===== src/rtl/gpio_port_pkg.sv =====
package gpio_port_pkg;

    typedef enum logic [1:0] {
        ROLE_PLAIN = 2'd0,
        ROLE_OPEN_DRAIN = 2'd1,
        ROLE_CLAIMABLE = 2'd2
    } pin_role_t;

    function automatic pin_role_t role_of(input int idx, input int od_pin,
                                          input int osc_lo, input int osc_hi);
        if (idx == od_pin)
            return ROLE_OPEN_DRAIN;
        else if (idx == osc_lo || idx == osc_hi)
            return ROLE_CLAIMABLE;
        else
            return ROLE_PLAIN;
    endfunction

endpackage


===== src/rtl/gpio_regs.sv =====
module gpio_regs #(
    parameter int W = 6
) (
    input  logic         clk,
    input  logic         rst_n,
    input  logic         dir_we,
    input  logic         dat_we,
    input  logic [W-1:0] wdata,
    output logic [W-1:0] dir,
    output logic [W-1:0] dat
);
    typedef struct packed {
        logic [W-1:0] dir;
        logic [W-1:0] dat;
    } regs_t;

    regs_t st_d, st_q;

    always_comb begin
        st_d = st_q;
        if (dir_we) st_d.dir = wdata;
        if (dat_we) st_d.dat = wdata;
    end

    always_ff @(posedge clk or negedge rst_n) begin
        if (!rst_n) st_q <= '0;
        else        st_q <= st_d;
    end

    assign dir = st_q.dir;
    assign dat = st_q.dat;

    // a register with its strobe low keeps its value
    p_dir_hold_r12: assert property (@(posedge clk) disable iff (!rst_n)
        !dir_we |=> $stable(dir));
    p_dat_hold_r12: assert property (@(posedge clk) disable iff (!rst_n)
        !dat_we |=> $stable(dat));
endmodule


===== src/rtl/gpio_sync.sv =====
module gpio_sync #(
    parameter int W      = 6,
    parameter int STAGES = 2
) (
    input  logic         clk,
    input  logic         rst_n,
    input  logic [W-1:0] din,
    output logic [W-1:0] dout
);
    typedef struct packed {
        logic [STAGES-1:0][W-1:0] stg;
    } sync_t;

    sync_t st_d, st_q;

    always_comb begin
        st_d = st_q;
        st_d.stg[0] = din;
        for (int i = 1; i < STAGES; i++)
            st_d.stg[i] = st_q.stg[i-1];
    end

    always_ff @(posedge clk or negedge rst_n) begin
        if (!rst_n) st_q <= '0;
        else        st_q <= st_d;
    end

    assign dout = st_q.stg[STAGES-1];

    // the output stage takes what the first stage held one cycle earlier (two-stage build)
    generate
        if (STAGES == 2) begin : g_chk
            p_shift_r8: assert property (@(posedge clk) disable iff (!rst_n)
                1'b1 |=> dout == $past(st_q.stg[0]));
        end
    endgenerate
endmodule


===== src/rtl/gpio_pad_ctrl.sv =====
module gpio_pad_ctrl
    import gpio_port_pkg::*;
#(
    parameter int W      = 6,
    parameter int OD_PIN = 5,
    parameter int OSC_LO = 3,
    parameter int OSC_HI = 4
) (
    input  logic         rst_n,
    input  logic [W-1:0] dir,
    input  logic [W-1:0] dat,
    input  logic         pud,
    input  logic         rst_pin_gpio,
    input  logic         osc_claim,
    output logic [W-1:0] pad_oe,
    output logic [W-1:0] pad_out,
    output logic [W-1:0] pad_pu
);
    typedef struct packed {
        logic oe;
        logic out;
        logic pu;
    } pad_t;

    generate
        for (genvar i = 0; i < W; i++) begin : g_pin
            localparam pin_role_t ROLE = role_of(i, OD_PIN, OSC_LO, OSC_HI);
            pad_t pad_d;

            always_comb begin
                pad_d.oe  = dir[i];
                pad_d.out = dat[i];
                pad_d.pu  = !dir[i] && dat[i] && !pud;
                if (ROLE == ROLE_OPEN_DRAIN) begin
                    pad_d.out = 1'b0;
                    pad_d.oe  = rst_pin_gpio && dir[i] && !dat[i];
                    if (!rst_pin_gpio) pad_d.pu = 1'b0;
                end else if (ROLE == ROLE_CLAIMABLE && osc_claim) begin
                    pad_d.oe = 1'b0;
                    pad_d.pu = 1'b0;
                end
                if (!rst_n) begin
                    pad_d.oe = 1'b0;
                    pad_d.pu = 1'b0;
                end
            end

            assign pad_oe[i]  = pad_d.oe;
            assign pad_out[i] = pad_d.out;
            assign pad_pu[i]  = pad_d.pu;
        end
    endgenerate

    // reset releases every driver and pull-up without a clock
    always_comb begin
        if (!rst_n)
            p_release_in_reset_r1: assert (pad_oe == '0 && pad_pu == '0);
    end
endmodule


===== src/rtl/gpio_pin_change.sv =====
module gpio_pin_change #(
    parameter int W      = 6,
    parameter int STAGES = 2
) (
    input  logic         clk,
    input  logic         rst_n,
    input  logic [W-1:0] lvl,
    input  logic         clr,
    output logic         flag
);
    localparam int ARM_N = STAGES + 1;
    localparam int CW    = $clog2(ARM_N + 1);

    typedef struct packed {
        logic [W-1:0]  prev;
        logic [CW-1:0] arm;
        logic          flag;
    } pc_t;

    pc_t  st_d, st_q;
    logic armed;
    logic hit;

    always_comb begin
        armed = (st_q.arm == CW'(ARM_N));
        hit   = armed && (lvl != st_q.prev);
        st_d      = st_q;
        st_d.prev = lvl;
        if (!armed) st_d.arm = st_q.arm + 1'b1;
        if (clr)    st_d.flag = 1'b0;
        if (hit)    st_d.flag = 1'b1;
    end

    always_ff @(posedge clk or negedge rst_n) begin
        if (!rst_n) st_q <= '0;
        else        st_q <= st_d;
    end

    assign flag = st_q.flag;

    // a detected change wins over a simultaneous clear
    p_set_wins_r11: assert property (@(posedge clk) disable iff (!rst_n)
        hit |=> flag);
    // a clear without a change empties the flag
    p_clear_r11: assert property (@(posedge clk) disable iff (!rst_n)
        (clr && !hit) |=> !flag);
    // the flag only rises after a level change
    p_rise_cause_r10: assert property (@(posedge clk) disable iff (!rst_n)
        $rose(flag) |-> $past(hit));
endmodule


===== src/rtl/gpio_port_ctrl.sv =====
module gpio_port_ctrl #(
    parameter int NUM_PINS    = 6,
    parameter int SYNC_STAGES = 2,
    parameter int OD_PIN      = 5,
    parameter int OSC_LO_PIN  = 3,
    parameter int OSC_HI_PIN  = 4,
    parameter int TCLK_PIN    = 2,
    parameter int INT_PIN     = 1
) (
    input  logic                clk,
    input  logic                rst_n,
    input  logic                dir_we,
    input  logic                dat_we,
    input  logic [NUM_PINS-1:0] wdata,
    input  logic                pud,
    input  logic                rst_pin_gpio,
    input  logic                osc_claim,
    input  logic                pcf_clr,
    input  logic [NUM_PINS-1:0] pin_in,
    output logic [NUM_PINS-1:0] pad_oe,
    output logic [NUM_PINS-1:0] pad_out,
    output logic [NUM_PINS-1:0] pad_pu,
    output logic [NUM_PINS-1:0] rd_pins,
    output logic [NUM_PINS-1:0] reg_dir,
    output logic [NUM_PINS-1:0] reg_dat,
    output logic                ext_tclk,
    output logic                ext_int,
    output logic                ext_rst_n,
    output logic                pcf
);
    logic [NUM_PINS-1:0] lvl_sync;

    gpio_regs #(.W(NUM_PINS)) i_regs (
        .clk   (clk),
        .rst_n (rst_n),
        .dir_we(dir_we),
        .dat_we(dat_we),
        .wdata (wdata),
        .dir   (reg_dir),
        .dat   (reg_dat)
    );

    gpio_pad_ctrl #(
        .W     (NUM_PINS),
        .OD_PIN(OD_PIN),
        .OSC_LO(OSC_LO_PIN),
        .OSC_HI(OSC_HI_PIN)
    ) i_pads (
        .rst_n       (rst_n),
        .dir         (reg_dir),
        .dat         (reg_dat),
        .pud         (pud),
        .rst_pin_gpio(rst_pin_gpio),
        .osc_claim   (osc_claim),
        .pad_oe      (pad_oe),
        .pad_out     (pad_out),
        .pad_pu      (pad_pu)
    );

    gpio_sync #(.W(NUM_PINS), .STAGES(SYNC_STAGES)) i_sync (
        .clk  (clk),
        .rst_n(rst_n),
        .din  (pin_in),
        .dout (lvl_sync)
    );

    gpio_pin_change #(.W(NUM_PINS), .STAGES(SYNC_STAGES)) i_pchg (
        .clk  (clk),
        .rst_n(rst_n),
        .lvl  (lvl_sync),
        .clr  (pcf_clr),
        .flag (pcf)
    );

    assign rd_pins   = lvl_sync;
    assign ext_tclk  = lvl_sync[TCLK_PIN];
    assign ext_int   = lvl_sync[INT_PIN];
    assign ext_rst_n = rst_pin_gpio ? 1'b1 : pin_in[OD_PIN];

    // the global disable silences every pull-up
    p_pud_all_off_r4: assert property (@(posedge clk) disable iff (!rst_n)
        pud |-> pad_pu == '0);
    // open-drain pin pulls low only on dir=1, data=0, and never drives high
    p_od_low_only_r6: assert property (@(posedge clk) disable iff (!rst_n)
        pad_oe[OD_PIN] |-> (rst_pin_gpio && reg_dir[OD_PIN] && !reg_dat[OD_PIN]
                            && !pad_out[OD_PIN]));
    // reset role keeps pin 5 undriven
    p_rst_role_quiet_r5: assert property (@(posedge clk) disable iff (!rst_n)
        !rst_pin_gpio |-> !pad_oe[OD_PIN] && !pad_pu[OD_PIN]);
    // claimed oscillator pins are silent
    p_osc_quiet_r7: assert property (@(posedge clk) disable iff (!rst_n)
        osc_claim |-> !pad_oe[OSC_LO_PIN] && !pad_oe[OSC_HI_PIN]
                      && !pad_pu[OSC_LO_PIN] && !pad_pu[OSC_HI_PIN]);
endmodule


===== config.mk =====
export PLATFORM = sky130hd
export DESIGN_NAME = gpio_port_ctrl
export DESIGN_NICKNAME = d
export VERILOG_FILES = /design/src/rtl/gpio_port_pkg.sv /design/src/rtl/gpio_regs.sv /design/src/rtl/gpio_sync.sv /design/src/rtl/gpio_pad_ctrl.sv /design/src/rtl/gpio_pin_change.sv /design/src/rtl/gpio_port_ctrl.sv
export SDC_FILE = /design/constraint.sdc
export NUM_CORES = 1
export LEC_CHECK = 0
export ABC_CLOCK_PERIOD_IN_PS = 1390
export CORE_ASPECT_RATIO = 0.6
export CORE_MARGIN = 2
export CORE_UTILIZATION = 56
export DETAILED_ROUTE_END_ITERATION = 8
export DONT_BUFFER_PORTS = 1
export PLACE_DENSITY = 0.71
export SLEW_MARGIN = 10
export SYNTH_ARGS = -nofsm -noshare
export SYNTH_HDL_FRONTEND = slang
export SYNTH_SLANG_ARGS = --single-unit

===== constraint.sdc =====
create_clock -name clk -period 1.39 [get_ports clk]
set_input_delay 0.0695 -clock clk [delete_from_list [all_inputs] [get_ports clk]]
set_output_delay 0.0695 -clock clk [all_outputs]
set_load 0.01 [all_outputs]

# After elaboration in Yosys (flattened, before gate mapping)
# Index checks and enable logic that the tools add are counted.
totals:
  word_cells: 54
  in_bits: 20
  regBits: 33
classes:
  add_sub_neg: 1
  n_reduce_logical: 24
  muxes: 20
  eq_ne: 2
ops:
  columns: ["operator", "count"]
  rows:
  - ["$mux W1", 20]
  - ["$logic_and A1 B1 Y1", 15]
  - ["$logic_not A1 Y1", 8]
  - ["$ne A6 B6 Y1", 1]
  - ["$add A2 B1 Y2 const B", 1]
  - ["$eq A2 B2 Y1 const B", 1]
  - ["$reduce_bool A2 Y1", 1]

# Longest topological paths before layout
# Gate-level depths: netlist of run 1.
depth:
  ltp_word: 5
  ltp_mapped: 3
  ltp_nobuf: 3

# Hierarchy
# Synthesis of run 1 repeated with hierarchy kept, for this count alone.
hier_totals:
  cells_unflattened: 85
  hier_area_um2: 1333.8
by_module_without_submodules:
  columns: ["module", "n_inst", "cells_each", "area_per_inst_um2"]
  rows:
  - ["gpio_regs", 1, 26, 503.0]
  - ["gpio_pin_change", 1, 23, 336.6]
  - ["gpio_sync", 1, 12, 300.3]
  - ["gpio_pad_ctrl", 1, 21, 172.7]
  - ["gpio_port_ctrl", 1, 3, 21.3]

# Worst setup path before layout of run 1
# OpenSTA, ideal clock, no wires.
synth_timing:
  path_kind: "flip-flop to flip-flop"
  from: "reg i_sync.st_q, in the netlist i_sync.dout[2]"
  to: "reg i_pchg.st_q, in the netlist i_pchg.flag"
  path_slack_ns: 0.365
  setup_ns: 0.131
  stages_incl_launch_ff: 4
  t_arrival_ns: 0.894
  cell_sequence: "dfrtp_1 xor2_1 nor4_1 a21oi_1"
synth_between:
  elab_chain_len: 3
  elab_cells_between_ends: 4
synth_rtl:
  columns: ["item", "line", "source"]
  rows:
  - ["from (decl)", "gpio_sync.sv:14", "sync_t st_d, st_q;"]
  - ["from (signal assigned)", "gpio_sync.sv:25", "else st_q <= st_d;"]
  - ["$ne A6 B6 Y1 *", "gpio_pin_change.sv:26", "hit = armed && (lvl != st_q.prev);"]
  - ["$logic_and A1 B1 Y1 *", "gpio_pin_change.sv:26", null]
  - ["$mux W1 / $reduce_bool A2 Y1 (equally long branches)", null, null]
  - ["to (signal assigned)", "gpio_pin_change.sv:36", "else st_q <= st_d;"]
  - ["to (decl)", "gpio_pin_change.sv:20", "pc_t st_d, st_q;"]
# Every way passes the cells marked *; elsewhere a longest branch is shown, timed or not.
# A chain may end at the register's enable or synchronous reset.

# Worst setup path in the final report of run 1
layout_timing:
  from: "reg i_regs.st_q, in the netlist i_regs.dat[2]"
  to: "out pad_pu[2]"
layout_between:
  elab_chain_len: 3
layout_rtl:
  columns: ["item", "line", "source"]
  rows:
  - ["from (decl)", "gpio_regs.sv:17", "regs_t st_d, st_q;"]
  - ["from (signal assigned)", "gpio_regs.sv:27", "else st_q <= st_d;"]
  - ["$logic_and A1 B1 Y1 (2 in series)", "gpio_pad_ctrl.sv:33", "pad_d.pu = !dir[i] && dat[i] && !pud;"]
  - ["$mux W1", "gpio_pad_ctrl.sv:42", "if (!rst_n) begin"]
  - ["to (decl)", "gpio_port_ctrl.sv:22", "output logic [NUM_PINS-1:0] pad_pu,"]
# Every way passes these cells.

==> flow_metrics.env, run 1 <==
export IMPL_nFillCells=143
export IMPL_routed_wl_um=2214
export IMPL_dpl_hpwl_um=1342
export IMPL_ios=60
export IMPL_clkLatencyLatePin_ns=0.28
export IMPL_gr_total_overflow=0
export IMPL_grt_max_degree=34
export IMPL_p_leak_uw=0.0006434
export IMPL_crit_arrival_ns=1.16
export IMPL_cp_slowest_stage_delay_ns=0.47
export IMPL_synth_area_um2=1270
export IMPL_place_ws_ns=0.2550
export IMPL_status="complete, no violations"
export IMPL_fin_crit_ns=1.225
export IMPL_grt_setup_unrepaired="no"
export IMPL_r2r_cells=3
export IMPL_avgSynthCellArea_um2=14.94
export IMPL_cts_buffers=5
export IMPL_slew_viol_final=0
export IMPL_area_growth_pct=20.98
export IMPL_finalSetupTns_ns=0
export IMPL_fin_ws_ns=0.1653
export IMPL_track_usage_pct=18.10
export IMPL_end_kind="output pin"
export IMPL_power_uw=2050
export IMPL_powerDensity_nw_per_um2=1334
export IMPL_synth_nets=106
export IMPL_syn_inst=85
export IMPL_multi_input_comb_area_um2=380.4
export IMPL_synth_seq_cells=33
export IMPL_die_area_um2=2677
export IMPL_crit_start="i_regs.dat[2]"
export IMPL_cts_setup_buffers=0
export IMPL_period_share_pct=88.11
export IMPL_drtIter0Drc=21
export IMPL_vias=684
export IMPL_drive_gt1_share_pct=27.72
export IMPL_antenna_cells=0
export IMPL_hold_path_class="input port to output pin"
export IMPL_cp_depth=1
export IMPL_ir_drop_mv=0.7900
export IMPL_cts_sinks=33
export IMPL_cp_data_required_time_ns=1.32
export IMPL_dr_pass1_iters=3
export IMPL_ys_types=21
export IMPL_fin_worst_skew_ns=0.003589
export IMPL_synth_top_area_cell="dfrtp_1"
export IMPL_clockRootBuffer="clkbuf_8"
export IMPL_row_count=13
export IMPL_crit_path_max_fanout=4
export IMPL_core_um2=2163
export IMPL_finalSetupViolCount=0
export IMPL_antenna_found_initial=0
export IMPL_fp_dieH_um=40.89
export IMPL_start_kind="flip-flop"
export IMPL_first_global_vias=693
export IMPL_synthTopCellsByArea="dfrtp_1 (65%), mux2_2 (12%), buf_4 (4.7%), xor2_1 (4.1%), nor3b_1 (2.4%)"
export IMPL_htree_levels=2
export IMPL_remaining_drc_errors=0
export IMPL_cp_buffers_inverters=0
export IMPL_path_class="flip-flop to output pin"
export IMPL_final_hold_violation_count=0
export IMPL_hp_start="osc_claim"
export IMPL_yosysWarningCount=0
export IMPL_hold_ws_ns=0.1750
export IMPL_numPortBuffers=0
export IMPL_seq_area_frac_synth_pct=65.02
export IMPL_fmax_mhz=816.5
export IMPL_wl_per_cell_um=16.90
export IMPL_cts_tree="built"
export IMPL_regArea_um2=827.0
export IMPL_viasPerCell=5.221
export IMPL_reg2reg_from="i_sync.dout[2]"
export IMPL_slowest_stage="dfrtp_1"
export IMPL_place_congestion=0.6502
export IMPL_grt_pass1_wl_um=3167
export IMPL_clockBufferDepth=2
export IMPL_final_antenna_net_count=0
export IMPL_drv_cap=0
export IMPL_cp_top_family="flip-flops"
export IMPL_fin_nets=121
export IMPL_dieWidth_um=65.48
export IMPL_min_path_cells=1
export IMPL_cp_cell_sequence="nor3b_1"
export IMPL_start_util_pct=58.70
export IMPL_clk_pin_slew_worst_paths_ns=0.06
export IMPL_synth_top_area_share_pct=65.02
==> per-stage QoR <==
| step | util [%] | instances | area (um^2) |
|---|---|---|---|
| 6_report | 71.02 | 131 | 1536 |
| 3_5_place_dp | 57.20 | 105 | 1237 |
| 2_1_floorplan | - | 85 | 1270 |
| 4_1_cts | 70.68 | 131 | 1529 |
| 5_1_grt | 71.02 | 131 | 1536 |
| 3_3_place_gp | 57.20 | 105 | 1237 |
==> power by group <==
part	switching, uW	leakage [uW]	internal [uW]
clock network	328	0.0000542	447
logic	70.3	0.000214	94.4
registers	87.7	0.000375	1020
total	486	0.000643	1560
==> cell families after synthesis <==
group,after synthesis,synth area share [%]
flip-flops,33,65.02
AND/OR/NAND/NOR,19,11.43
multiplexers,13,11.53
buffers and inverters,10,5.517
XOR/XNOR,7,4.828
adder cells (fa/ha/maj),1,0.9851
other,1,0.2953
AO/OA/AOI/OAI,1,0.3937
==> synth_stat cells, drive strengths merged <==
library cell / instances
nor2: 1
ha: 1
a21oi: 1
nand2: 1
xor2: 6
mux2: 13
nor2b: 1
dfrtp: 33
nor3b: 4
nor4: 1
buf: 10
and3b: 2
or2: 1
nor4b: 3
nand2b: 1
xnor2: 1
and2: 3
conb: 1
nor3: 1
==> cell usage in the layout, fill, tap and decap left out, types with 2 or more instances in the layout <==
cell,netlist,layout
and2_1,3,3
and3b_1,2,2
clkbuf_8,0,7
dfrtp_1,33,32
dlygate4sd3_1,0,17
mux2_2,13,13
nor3b_1,4,4
nor4b_2,2,3
xor2_1,6,6
==> path summary, 6_finish.rpt <==
check | end | slack (ns)
setup / recovery | pad_pu[2] | 0.17
hold / removal | pad_pu[3] | 0.18
setup reg to reg | i_pchg.flag | 0.25
hold reg to reg | i_sync.dout[5] | 0.35
max in group asynchronous | i_regs.dir[5] | 0.99
min in group asynchronous | i_sync.dout[5] | 0.23
==> routing by layer <==
layer | vias to the layer above | GRT usage [%] | wire, um
li1 | 306 | - | -
met1 | 335 | 22.24 | 959
met2 | 38 | 26.79 | 1037
met3 | 5 | 8.516 | 185
met4 | 0 | 10.94 | 32
met5 | - | 0 | 0
==> registers in the layout, summed over array words and instances (netlist names) <==
signal / flops
i_pchg.st_q: 8
i_regs.dir: 6
i_regs.dat: 6
i_pchg.flag: 1
i_sync.dout: 6
i_sync.st_d: 6
==> layout make-up <==
cell class / count / area share, %
sequential: 33 / 53.83
clock buffer: 7 / 6.270
multi-input combinational: 42 / 24.76
clock inverter: 1 / 0.3257
tap: 30 / 2.443
timing repair buffer: 18 / 12.38
==> what timing repair did <==
item | CTS | global route
hold endpoints to repair | 52 | 1
resized for setup | 0 | 2
setup endpoints to repair | 0 | 2
hold buffers | 18 | 1
Note: power is estimated with default switching activity, not from simulation.
==> run 2, diff against run 1 <==
Settings changed: RECOVER_POWER set to 25.
==> run 2 against run 1 <==
Register-to-register slack is essentially flat. Combinational power shrank 4%. Utilization shrank 0.69 points. Final area shrank 0.98%. Critical path type unchanged. Largest power group unchanged.
==> flow_metrics.env, run 2 (synthesis gave the netlist of run 1 again) <==
export IMPL_htree_levels=2
export IMPL_min_path_cells=1
export IMPL_layout_common_cells="dfrtp_1 (32), dlygate4sd3_1 (17), mux2_2 (13), clkbuf_8 (7), xor2_1 (6)"
export IMPL_finalSetupViolCount=0
export IMPL_r2r_cells=3
export IMPL_area_growth_pct=19.80
export IMPL_p_leak_uw=0.0006381
export IMPL_drv_cap=0
export IMPL_fin_nets=121
export IMPL_cts_buffers=5
export IMPL_dieWidth_um=65.48
export IMPL_drive_gt1_share_pct=27.72
export IMPL_numPortBuffers=0
export IMPL_p_int_uw=1559
export IMPL_final_antenna_net_count=0
export IMPL_place_area_um2=1237
export IMPL_p_seq_share_pct=54.3
export IMPL_cp_data_required_time_ns=1.32
export IMPL_grt_max_degree=34
export IMPL_die_area_um2=2677
export IMPL_slew_viol_final=0
export IMPL_viasPerCell=5.206
export IMPL_slowest_stage="dfrtp_1"
export IMPL_cp_top_family="flip-flops"
export IMPL_grt_setup_unrepaired="no"
export IMPL_slew_headroom_pct=49.04
export IMPL_swShare_pct=23.73
export IMPL_antenna_cells=0
export IMPL_hold_path_class="input port to output pin"
export IMPL_drtIter0Drc=16
export IMPL_status="complete, no violations"
export IMPL_clockPowerShare_pct=37.9
export IMPL_cts_sinks=33
export IMPL_switchingPower_uw=485.3
export IMPL_grt_pass1_wl_um=3167
export IMPL_clk_pin_slew_worst_paths_ns=0.06
export IMPL_vias=682
export IMPL_cp_depth=1
export IMPL_row_count=13
export IMPL_period_share_pct=88.14
export IMPL_finalSetupTns_ns=0
export IMPL_fin_crit_ns=1.225
export IMPL_cts_tree="built"
export IMPL_clkLatencyLatePin_ns=0.28
export IMPL_gr_total_overflow=0
export IMPL_clockRootBuffer="clkbuf_8"
export IMPL_fin_area_um2=1521
export IMPL_wl_per_cell_um=16.82
export IMPL_antenna_found_initial=0
export IMPL_cp_buffers_inverters=0
export IMPL_end_kind="output pin"
export IMPL_stdcell_count=131
export IMPL_fin_worst_skew_ns=0.004036
export IMPL_path_class="flip-flop to output pin"
export IMPL_fmax_mhz=816.3
export IMPL_worst_pin_slew_ns=0.7644
export IMPL_place_congestion=0.6502
export IMPL_cts_setup_buffers=0
export IMPL_cp_slowest_stage_delay_ns=0.47
export IMPL_core_um2=2163
export IMPL_track_usage_pct=18.10
export IMPL_ir_drop_mv=0.7925
export IMPL_final_hold_violation_count=0
export IMPL_routed_wl_um=2204
export IMPL_largest_reg_flops=8
export IMPL_crit_path_max_fanout=4
export IMPL_remaining_drc_errors=0
export IMPL_clockBufferDepth=2
export IMPL_start_kind="flip-flop"
export IMPL_cp_cell_sequence="nor3b_1"
export IMPL_powerDensity_nw_per_um2=1344
export IMPL_first_global_vias=693
export IMPL_dp_cells=105
export IMPL_final_common_cell="dfrtp_1"
export IMPL_crit_arrival_ns=1.16
export IMPL_power_frac_comb_pct=7.8
export IMPL_fp_dieH_um=40.89
export IMPL_start_util_pct=58.70
export IMPL_dr_pass1_iters=3
export IMPL_regMostFlops="i_pchg.st_q"
export IMPL_dpl_hpwl_um=1342
export IMPL_ios=60
## run 2: cell types whose count changed in the layout (fill, tap and decap cells not counted)
cell      previous run  this run
clkbuf_2             0         1
buf_12               1         0
## run 2: per-layer routing
| layer | GRT usage (%) | vias to the layer above | wire, um |
|---|---|---|---|
| met4 | 10.94 | 0 | 32 |
| met2 | 26.79 | 38 | 1024 |
| li1 | - | 305 | - |
| met5 | 0 | - | 0 |
| met3 | 8.516 | 5 | 185 |
| met1 | 22.24 | 334 | 961 |
## run 2: worst paths after layout
kind | start | end | slack, ns
max | i_regs.dat[2] | pad_pu[2] | 0.16
min | osc_claim | pad_pu[3] | 0.18
max reg2reg | i_sync.dout[2] | i_pchg.flag | 0.25
min reg2reg | i_sync.st_d[11] | i_sync.dout[5] | 0.35
max in group asynchronous | rst_n | i_regs.dir[5] | 0.47
min in group asynchronous | rst_n | i_sync.st_d[6] | 0.40
## run 2: power by group through the flow
stage | clock network (uW) | logic, uW | registers (uW)
6_report | 775 | 159 | 1110
5_1_grt | 834 | 175 | 1120
4_1_cts | 795 | 166 | 1110
3_5_place_dp | 0 | 93.4 | 1130
3_3_place_gp | 0 | 92.0 | 1120
2_1_floorplan | 0 | 127 | 1100
## run 2: cell type report
class / instances / area [um^2]
Sequential cell: 33 / 827.0
Multi-Input combinational cell: 42 / 380.4
Clock buffer: 7 / 96.34
Clock inverter: 1 / 5.005
Fill cell: 144 / 641.9
Timing Repair Buffer: 18 / 175.2
Tap cell: 30 / 37.54
## run 2: what timing repair did
action / 4_1_cts / 5_1_grt
gates resized for setup: 0 / 2
hold endpoints to repair: 52 / 1
endpoints found under the setup margin: 0 / 2
hold buffers: 18 / 1
## run 2: through the flow
stage | setup slack [ns] | utilization, % | hold WS (ns) | power (uW)
5_1_grt | 0.07990 | 70.33 | 0.1804 | 2132
6_report | 0.1649 | 70.33 | 0.1750 | 2045
3_3_place_gp | 0.2852 | 57.20 | -0.2255 | 1217
3_5_place_dp | 0.2550 | 57.20 | -0.2256 | 1221
2_1_floorplan | 0.3646 | - | -0.2261 | 1230
4_1_cts | 0.01183 | 70.68 | 0.1752 | 2071
